File: src/rtl/rxw_pkg.sv
package rxw_pkg;

    localparam int THR_W = 8;
    localparam int TMO_W = 5;

    typedef logic [THR_W-1:0] thr_t;
    typedef logic [TMO_W-1:0] tmo_cnt_t;

    typedef enum logic [2:0] {
        RXT_1, RXT_4, RXT_8, RXT_16, RXT_32, RXT_48, RXT_X6, RXT_X7
    } rx_trig_e;

    typedef enum logic [1:0] {TMO_OFF, TMO_4, TMO_8, TMO_16} tmo_e;
    typedef enum logic [1:0] {TXT_EMPTY, TXT_4, TXT_8, TXT_16} tx_trig_e;
    typedef enum logic [1:0] {RTS_8, RTS_16, RTS_32, RTS_48} rts_thr_e;

    typedef struct packed {
        rx_trig_e rx_trig;
        tx_trig_e tx_trig;
        tmo_e     tmo;
        logic     rts_en;
        rts_thr_e rts_thr;
        logic     rts_inv;
        logic     cts_en;
        logic     cts_inv;
    } ctl_t;

    function automatic thr_t rx_watermark(rx_trig_e s);
        case (s)
            RXT_1:   return thr_t'(1);
            RXT_4:   return thr_t'(4);
            RXT_8:   return thr_t'(8);
            RXT_16:  return thr_t'(16);
            RXT_32:  return thr_t'(32);
            default: return thr_t'(48);
        endcase
    endfunction

    function automatic thr_t tx_watermark(tx_trig_e s);
        case (s)
            TXT_EMPTY: return thr_t'(0);
            TXT_4:     return thr_t'(4);
            TXT_8:     return thr_t'(8);
            default:   return thr_t'(16);
        endcase
    endfunction

    function automatic thr_t rts_watermark(rts_thr_e s);
        case (s)
            RTS_8:   return thr_t'(8);
            RTS_16:  return thr_t'(16);
            RTS_32:  return thr_t'(32);
            default: return thr_t'(48);
        endcase
    endfunction

    function automatic tmo_cnt_t idle_limit(tmo_e s);
        case (s)
            TMO_4:   return tmo_cnt_t'(4);
            TMO_8:   return tmo_cnt_t'(8);
            TMO_16:  return tmo_cnt_t'(16);
            default: return tmo_cnt_t'(0);
        endcase
    endfunction

endpackage

File: src/rtl/rxw_level_cmp.sv
module rxw_level_cmp
    import rxw_pkg::*;
#(
    parameter int LEVEL_W = 7
) (
    input  logic               clk,
    input  logic               rst,
    input  rx_trig_e           rx_sel,
    input  tx_trig_e           tx_sel,
    input  logic [LEVEL_W-1:0] rx_level,
    input  logic [LEVEL_W-1:0] tx_level,
    output logic               rx_trig,
    output logic               tx_req
);
    localparam int CW = (LEVEL_W > THR_W) ? LEVEL_W : THR_W;

    logic [CW-1:0] rx_lvl_x, tx_lvl_x, rx_thr_x, tx_thr_x;

    assign rx_lvl_x = CW'(rx_level);
    assign tx_lvl_x = CW'(tx_level);
    assign rx_thr_x = CW'(rx_watermark(rx_sel));
    assign tx_thr_x = CW'(tx_watermark(tx_sel));

    always_ff @(posedge clk) begin
        if (rst) begin
            rx_trig <= 1'b0;
            tx_req  <= 1'b0;
        end else begin
            rx_trig <= (rx_lvl_x >= rx_thr_x);
            tx_req  <= (tx_lvl_x <= tx_thr_x);
        end
    end

    // Smallest watermark is one byte: an empty FIFO never triggers.
    assert_trig_nonempty_R1: assert property (@(posedge clk) disable iff (rst)
        rx_trig |-> ($past(rx_level) != '0));

    // Largest transmit watermark is 16 bytes.
    assert_txreq_bound_R6: assert property (@(posedge clk) disable iff (rst)
        tx_req |-> ($past(tx_level) <= LEVEL_W'(16)));

endmodule

File: src/rtl/rxw_idle_timer.sv
module rxw_idle_timer
    import rxw_pkg::*;
#(
    parameter int LEVEL_W = 7
) (
    input  logic               clk,
    input  logic               rst,
    input  tmo_e               tmo_sel,
    input  logic [LEVEL_W-1:0] rx_level,
    input  logic               rx_push,
    input  logic               rx_pop,
    input  logic               char_tick,
    output logic               rx_tmo
);
    tmo_cnt_t limit, cnt, cnt_nxt;
    logic     restart;

    assign limit   = idle_limit(tmo_sel);
    assign cnt_nxt = cnt + 1'b1;
    assign restart = (limit == '0) || (rx_level == '0) || rx_push || rx_pop;

    always_ff @(posedge clk) begin
        if (rst) begin
            cnt    <= '0;
            rx_tmo <= 1'b0;
        end else if (restart) begin
            cnt    <= '0;
            rx_tmo <= 1'b0;
        end else if (char_tick && !rx_tmo) begin
            cnt <= cnt_nxt;
            if (cnt_nxt >= limit) rx_tmo <= 1'b1;
        end
    end

    assert_tmo_off_R2: assert property (@(posedge clk) disable iff (rst)
        (tmo_sel == TMO_OFF) |=> !rx_tmo);

    assert_tmo_on_tick_R3: assert property (@(posedge clk) disable iff (rst)
        $rose(rx_tmo) |-> $past(char_tick));

    assert_tmo_clear_R4: assert property (@(posedge clk) disable iff (rst)
        (rx_push || rx_pop) |=> !rx_tmo);

    assert_tmo_empty_R5: assert property (@(posedge clk) disable iff (rst)
        (rx_level == '0) |=> !rx_tmo);

endmodule

File: src/rtl/rxw_flow_ctl.sv
module rxw_flow_ctl
    import rxw_pkg::*;
#(
    parameter int LEVEL_W = 7
) (
    input  logic               clk,
    input  logic               rst,
    input  logic               rts_en,
    input  rts_thr_e           rts_thr,
    input  logic               rts_inv,
    input  logic               cts_en,
    input  logic               cts_inv,
    input  logic               cts_in,
    input  logic [LEVEL_W-1:0] rx_level,
    output logic               rts_out,
    output logic               tx_allow
);
    localparam int CW = (LEVEL_W > THR_W) ? LEVEL_W : THR_W;

    logic          ready;
    logic [CW-1:0] lvl_x, thr_x;

    assign lvl_x = CW'(rx_level);
    assign thr_x = CW'(rts_watermark(rts_thr));

    always_ff @(posedge clk) begin
        if (rst)          ready <= 1'b1;
        else if (!rts_en) ready <= 1'b1;
        else              ready <= (lvl_x < thr_x);
    end

    assign rts_out  = ready ^ rts_inv;
    assign tx_allow = !cts_en || (cts_in ^ cts_inv);

    // Lowest threshold is 8 bytes: below it the partner is always let through.
    assert_ready_low_R7: assert property (@(posedge clk) disable iff (rst)
        ($past(rx_level) < LEVEL_W'(8)) |-> ready);

    assert_ready_dis_R8: assert property (@(posedge clk) disable iff (rst)
        !rts_en |=> ready);

endmodule

File: src/rtl/rxw_watch.sv
module rxw_watch
    import rxw_pkg::*;
#(
    parameter int LEVEL_W = 7
) (
    input  logic               clk,
    input  logic               rst,
    input  logic [2:0]         rx_trig_sel,
    input  logic [1:0]         tx_trig_sel,
    input  logic [1:0]         tmo_sel,
    input  logic               rts_en,
    input  logic [1:0]         rts_thr_sel,
    input  logic               rts_inv,
    input  logic               cts_en,
    input  logic               cts_inv,
    input  logic               cts_in,
    input  logic [LEVEL_W-1:0] rx_level,
    input  logic [LEVEL_W-1:0] tx_level,
    input  logic               rx_push,
    input  logic               rx_pop,
    input  logic               char_tick,
    output logic               rx_trig,
    output logic               rx_tmo,
    output logic               tx_req,
    output logic               rts_out,
    output logic               tx_allow
);
    ctl_t ctl;

    assign ctl.rx_trig = rx_trig_e'(rx_trig_sel);
    assign ctl.tx_trig = tx_trig_e'(tx_trig_sel);
    assign ctl.tmo     = tmo_e'(tmo_sel);
    assign ctl.rts_en  = rts_en;
    assign ctl.rts_thr = rts_thr_e'(rts_thr_sel);
    assign ctl.rts_inv = rts_inv;
    assign ctl.cts_en  = cts_en;
    assign ctl.cts_inv = cts_inv;

    rxw_level_cmp #(.LEVEL_W(LEVEL_W)) u_cmp (
        .clk(clk), .rst(rst),
        .rx_sel(ctl.rx_trig), .tx_sel(ctl.tx_trig),
        .rx_level(rx_level), .tx_level(tx_level),
        .rx_trig(rx_trig), .tx_req(tx_req)
    );

    rxw_idle_timer #(.LEVEL_W(LEVEL_W)) u_tmo (
        .clk(clk), .rst(rst), .tmo_sel(ctl.tmo),
        .rx_level(rx_level), .rx_push(rx_push), .rx_pop(rx_pop),
        .char_tick(char_tick), .rx_tmo(rx_tmo)
    );

    rxw_flow_ctl #(.LEVEL_W(LEVEL_W)) u_flow (
        .clk(clk), .rst(rst),
        .rts_en(ctl.rts_en), .rts_thr(ctl.rts_thr), .rts_inv(ctl.rts_inv),
        .cts_en(ctl.cts_en), .cts_inv(ctl.cts_inv), .cts_in(cts_in),
        .rx_level(rx_level), .rts_out(rts_out), .tx_allow(tx_allow)
    );

endmodule

File: config.mk
export PLATFORM = sky130hd
export DESIGN_NAME = rxw_watch
export DESIGN_NICKNAME = d
export VERILOG_FILES = /design/src/rtl/rxw_pkg.sv /design/src/rtl/rxw_level_cmp.sv /design/src/rtl/rxw_idle_timer.sv /design/src/rtl/rxw_flow_ctl.sv /design/src/rtl/rxw_watch.sv
export SDC_FILE = /design/constraint.sdc
export NUM_CORES = 1
export LEC_CHECK = 0
export ABC_CLOCK_PERIOD_IN_PS = 2150
export CAP_MARGIN = 20
export CORE_MARGIN = 10
export CORE_UTILIZATION = 35
export CTS_CLUSTER_SIZE = 40
export DETAILED_ROUTE_END_ITERATION = 8
export PLACE_DENSITY = 0.68
export SLEW_MARGIN = 25
export SYNTH_ARGS = -nofsm -noshare
export SYNTH_HDL_FRONTEND = slang
export SYNTH_SLANG_ARGS = --single-unit
File: constraint.sdc
create_clock -name clk -period 2.15 [get_ports clk]
set_clock_uncertainty 0.1 [all_clocks]
set_input_delay 0.3225 -clock clk [delete_from_list [all_inputs] [get_ports clk]]
set_output_delay 0.3225 -clock clk [all_outputs]
set_load 0.005 [all_outputs]
==> results.toml, run 1 <==
[run_status]
status = "finished clean"

[final_layout]
layout-drive-gt1-share = 0.04511
syn_to_final_growth_pct = 56.34
layout.nets = 182
post-route-util = 0.5617
stdcell_area_sq_um = 1219
antennaDiodeCount = 0

[critical_path]
critPathLaunchType = "primary input"
cp_common_cell = "clkdlybuf4s50_1"
cp_slowest_cell = "clkdlybuf4s50_1"
cpPeakStageDelay_ns = 0.52
r2r_start = "u_tmo.cnt[0]"
end_kind = "output port"
arrival_ns = 1.46
crit_start = "rts_inv"
regToRegEndpoint = "u_tmo.rx_tmo"
worstPathCellList = "clkdlybuf4s50_1 -> xor2_1 -> clkdlybuf4s50_1"
rr_worst_depth = 7
r2r_setup_slack_ns = 0.51
critical_path_class = "primary input to output port"
critical_path_depth = 3
cp_num_buf_inv = 2
worstPathMaxFanout = 1
cp.required_ns = 1.73
critPathTopFamily = "buffers and inverters"

[clock_tree]
clkTransAtPathRegs_ns = 0.06
clk_latency_ns = 0.26
htree_levels = 1
ctsResizeCount = 0
postCtsSetupRepairBufs = 0
numCtsBuffers = 3
cts_sinks = 9
cts_hold_buffers = 0
cts_buffer_depth = 2
root_buffer = "clkbuf_4"
cts_tree = "done"

[drt]
drt_iter0_drc = 21
via_per_inst = 4.820
ant_nets = 0
drt_pass1_iterations = 4
drc_errors = 0
wl_per_cell_um = 13.73
routed-via-count = 776
drt-total-wl_mm = 2.211

[sta]
post-route-period-util = 0.8747
slew_viol_final = 0
max_slew_margin = 0.6730
hold_viol = 0
rsz0062_at_grt = "false"
period_needed_ns = 1.881
worst_pin_slew_ns = 0.4861
max_freq_mhz = 531.8
setup_viol = 0
setup_tns_ns = 0
setup_ws_ns = 0.2695

[synth]
synth_top_area_frac = 0.2408
yosys_most_used_dff = "dfxtp_1"
syn_area_sq_um = 779.5
synth_edf_count = 0
synth_seq_cells = 9
syn_area_per_cell_sq_um = 8.566
synth-compound-area-share = 0.1573
async_reset_ff_frac = 0
syn_inst = 91
ys_top_cells_by_count = "ha_1 (15), nand2_1 (10), nor2_1 (10)"
synth_xor_area_frac = 0.1011
synth.most_common_cell = "ha_1"
synth_simple_gate_area_frac = 0.2279
seq_area_frac_synth = 0.2311
synth-adder-area-share = 0.2408
synth_area_leaders = "ha_1 (24%), dfxtp_1 (23%), xnor2_1 (5.6%)"
synth_mux_area_frac = 0.01284
synth_top_family_by_area = "adder cells"
synth_fp_nets = 139
yosysWarnings = 0
ys_types = 27
yosys.area.top_type = "ha_1"

[global_route]
grt_pass1_vias = 828
grt_max_degree = 7
grt_antenna_before_repair = 0
overflow = 0
grt_pass1_wl_mm = 3.567
globalRouteTotalUtil = 0.1027

[power_and_ir_drop]
ir_drop_uv = 217.9
leakagePower_nw = 0.4969
power_density_nw_per_um2 = 372.8

[die]
pin_count = 38
core-area_sq_um = 2170
die_area_sq_um = 4515
fp.dieW_um = 67.19
initial_core_util = 0.3593
die_h_um = 67.19
rows = 17

[worst_hold_path]
hp-class = "register to register"
hold_depth = 2
min_to = "u_tmo.rx_tmo"
hp-start = "u_tmo.rx_tmo"

[placed_design]
gp_congestion = 0.8339
port_buffers = 37
placed_cell_area_sq_um = 1192
post-place-ws_ns = 0.04206
dpl.hpwl_mm = 1.870

[job]
cap_viol_max_count = 0
[logic make-up (layout without fill, tap and decap cells)]
logic type	count (synthesis)	after routing
compound gates	15	15
xor+xnor	9	9
fa+ha+maj	15	15
buf+inv	6	48
flops	9	9
mux	1	1
simple gates	36	36
[per-layer routing]
| layer | vias up | global-route usage | part of all wire |
|---|---|---|---|
| li1 | 403 | - | - |
| met1 | 339 | 0.09793 | 0.38 |
| met2 | 28 | 0.1908 | 0.51 |
| met3 | 6 | 0.04463 | 0.087 |
| met4 | 0 | 0.03846 | 0.017 |
| met5 | - | 0 | 0 |
[metrics by stage]
step           instances  hold slack [ns]  power [mW]
2_1_floorplan         91           0.2916      0.2305
3_3_place_gp         157           0.4167      0.3217
3_5_place_dp         157           0.4254      0.3259
4_1_cts              161           0.4465      0.4624
5_1_grt              161           0.4564      0.4881
6_report             161           0.4442      0.4544
[cells in the final DEF (no fill, tap or decap), drive strengths merged, types with 2 or more instances in the layout]
| cell | netlist | final |
|---|---|---|
| dfxtp | 9 | 9 |
| inv | 6 | 6 |
| o21ai | 3 | 3 |
| nand3 | 2 | 2 |
| xor2 | 4 | 4 |
| a21oi | 3 | 3 |
| ha | 15 | 15 |
| o31a | 2 | 2 |
| nand2 | 10 | 10 |
| nor2b | 4 | 4 |
| nand2b | 5 | 5 |
| nor2 | 10 | 10 |
| xnor2 | 5 | 5 |
| clkbuf | 0 | 4 |
| clkdlybuf4s50 | 0 | 37 |
[worst reg2reg max path, delay by kind of cell (launching register included)]
| kind | cells | cell delay, ns |
|---|---|---|
| flip-flops | 1 | 0.35 |
| AO/OA/AOI/OAI | 3 | 0.41 |
| AND/OR/NAND/NOR | 1 | 0.04 |
| XOR/XNOR | 1 | 0.14 |
| adder cells (fa/ha/maj) | 2 | 0.53 |
[where the power goes]
group	leakage (nW)	switching, mW	internal [mW]	total (mW)
logic	0.409	0.0545	0.0946	0.149
clock network	0.0150	0.0608	0.0716	0.132
registers	0.0732	0.00186	0.171	0.173
total	0.497	0.117	0.337	0.454
[worst max-delay path by stage]
stage,to,slack [ns]
final,rts_out,0.27
after global routing,u_cmp.rx_trig,0.16
after detailed placement,u_cmp.rx_trig,0.04
after floorplan,u_cmp.tx_req,0.61
after CTS,rts_out,0.26
after global placement,u_cmp.tx_req,0.1
[state kept, by name, indices dropped and copies added, names as in the netlist]
| register | flops |
|---|---|
| u_tmo.cnt | 5 |
| u_tmo.rx_tmo | 1 |
| u_cmp.tx_req | 1 |
| u_cmp.rx_trig | 1 |
| u_flow.ready | 1 |
[layout make-up]
cell class,instances,area [sq um]
Fill cell,220,950.9
Multi-Input combinational cell,76,576.8
Timing Repair Buffer,38,377.9
Sequential cell,9,180.2
Tap cell,28,35.03
Clock buffer,4,26.28
Inverter,6,22.52
Note: power is estimated with default switching activity, not from simulation.
==> run 2, diff against run 1 <==
--- a/config.mk
+++ b/config.mk
@@ -9,8 +9,8 @@
 export CAP_MARGIN = 20
 export CORE_MARGIN = 10
-export CORE_UTILIZATION = 35
+export CORE_UTILIZATION = 40
 export CTS_CLUSTER_SIZE = 40
 export DETAILED_ROUTE_END_ITERATION = 8
-export PLACE_DENSITY = 0.68
+export PLACE_DENSITY = 0.76
 export SLEW_MARGIN = 25
 export SYNTH_ARGS = -nofsm -noshare
==> constraint.sdc (replaced) <==
create_clock -name clk -period 2.15 [get_ports clk]
set_clock_uncertainty 0.1 [all_clocks]
set_input_delay 0.3225 -clock clk [delete_from_list [all_inputs] [get_ports clk]]
set_output_delay 0.3225 -clock clk [all_outputs]
set_load 0.01 [all_outputs]
==> run 2 against run 1 <==
Net effect:
- sequential power hardly changed
- cell count is 2.5% lower
- total power is 1.1% lower
- cell area decreased by 0.92%
- non-clock buffer count fell by 1
- register-to-register slack worse by 0.02 ns
- global-route usage is 0.40 points higher
- worst hold slack worse by 0.011 ns
- first-iteration DRC count rose by 110%
- count of clock-buffer cells in the layout is the same
- wire length decreased by 5.1%
- setup slack got worse by 0.026 ns
==> results.toml, run 2 (synthesis results as in run 1) <==
[drt]
drc_errors = 0
ant_nets = 0
wl_per_cell_um = 13.37
routed-via-count = 759
drt_pass1_iterations = 4
drt-total-wl_mm = 2.099
via_per_inst = 4.834
drt_iter0_drc = 44

[worst_hold_path]
hp-class = "register to register"
hold_depth = 2

[critical_path]
critPathLaunchType = "primary input"
arrival_ns = 1.48
r2r_setup_slack_ns = 0.49
worstPathMaxFanout = 1
worstSetupEndpoint = "rts_out"
end_kind = "output port"
crit_start = "rts_inv"
r2r_start = "u_tmo.cnt[0]"
regToRegEndpoint = "u_tmo.rx_tmo"
cp.required_ns = 1.73
rr_worst_depth = 7
critical_path_class = "primary input to output port"

[sta]
hold_viol = 0
rsz0062_at_grt = "false"
post-route-period-util = 0.8870
max_freq_mhz = 524.4
slew_viol_final = 0
holdWs_ns = 0.4337
setup_tns_ns = 0
max_slew_margin = 0.6606
setup_ws_ns = 0.2430
worst_pin_slew_ns = 0.5045
period_needed_ns = 1.907
setup_viol = 0

[global_route]
grt_pass1_vias = 838
grt_antenna_before_repair = 0
globalRouteTotalUtil = 0.1067
grt_pass1_wl_mm = 3.629
grt_max_degree = 7
overflow = 0

[clock_tree]
numCtsBuffers = 3
cts_sinks = 9
root_buffer = "clkbuf_4"
clk_latency_ns = 0.26
cts_hold_buffers = 0
ctsResizeCount = 0
postCtsSetupRepairBufs = 0
cts_buffer_depth = 2
clkTransAtPathRegs_ns = 0.06
cts_tree = "done"
htree_levels = 1

[die]
pin_count = 38
die_area_sq_um = 4115
die_h_um = 64.15
rows = 15
core-area_sq_um = 1783
initial_core_util = 0.4372
fp.dieW_um = 64.15

[final_layout]
register_area_sq_um = 180.2
top_register = "u_tmo.cnt"
layout.nets = 181
fillCellCount = 160
layout-drive-gt1-share = 0.03788
stdcell_area_sq_um = 1207
largest_reg_flops = 5
mostFrequentLayoutCell = "clkdlybuf4s50_1"
multi_input_area_sq_um = 576.8
antennaDiodeCount = 0
mostFrequentLayoutCells = "clkdlybuf4s50_1 (37), ha_1 (15), nand2_1 (10), nor2_1 (10), dfxtp_1 (9)"
syn_to_final_growth_pct = 54.90

[run_status]
status = "finished clean"

[power_and_ir_drop]
ir_drop_uv = 287.0
leakagePower_nw = 0.4920
power_density_nw_per_um2 = 372.3

[placed_design]
gp_congestion = 0.7811
placed_cell_area_sq_um = 1181
post-place-ws_ns = -0.01166
port_buffers = 37
dpl.hpwl_mm = 1.845

[job]
cap_viol_max_count = 0
-- run 2: cell types whose count changed in the layout (fill, tap and decap cells not counted) --
cell and delta:
buf_4 -1
-- run 2: routing by layer --
| metal | routed length [um] | track usage |
|---|---|---|
| met5 | 0 | 0 |
| met4 | 22 | 0.04813 |
| met3 | 117 | 0.03136 |
| met2 | 928 | 0.1692 |
| met1 | 1031 | 0.1297 |
-- run 2: report_power, final --
part           switching (mW)  internal [mW]
logic                  0.0555         0.0936
registers             0.00221          0.171
clock network          0.0558         0.0713
total                   0.113          0.336
-- run 2: layout make-up --
cell class                 instances  area share
multi-input combinational         76      0.4777
inverter                           6     0.01865
timing repair buffer              37      0.3067
sequential                         9      0.1492
tap                               25     0.02591
clock buffer                       4     0.02176
-- run 2: worst min-delay path by stage --
stage                 start            end
4_1_cts        u_tmo.cnt[4]   u_tmo.cnt[4]
6_report       u_tmo.rx_tmo   u_tmo.rx_tmo
3_5_place_dp   u_tmo.cnt[4]   u_tmo.cnt[4]
5_1_grt              rts_en   u_flow.ready
3_3_place_gp   u_tmo.cnt[4]   u_tmo.cnt[4]
2_1_floorplan           rst  u_cmp.rx_trig
-- run 2: per-stage QoR --
step	cells	power, mW	util
floorplan	91	0.2329	-
global placement	153	0.3234	0.6625
detailed placement	153	0.3274	0.6625
CTS	157	0.4592	0.6772
global route	157	0.4827	0.6772
finish	157	0.4496	0.6772
-- run 2: worst max-delay path, cell delays in order --
cell and delay (ns):
clkdlybuf4s50_1 0.47, xor2_1 0.13, clkdlybuf4s50_1 0.56
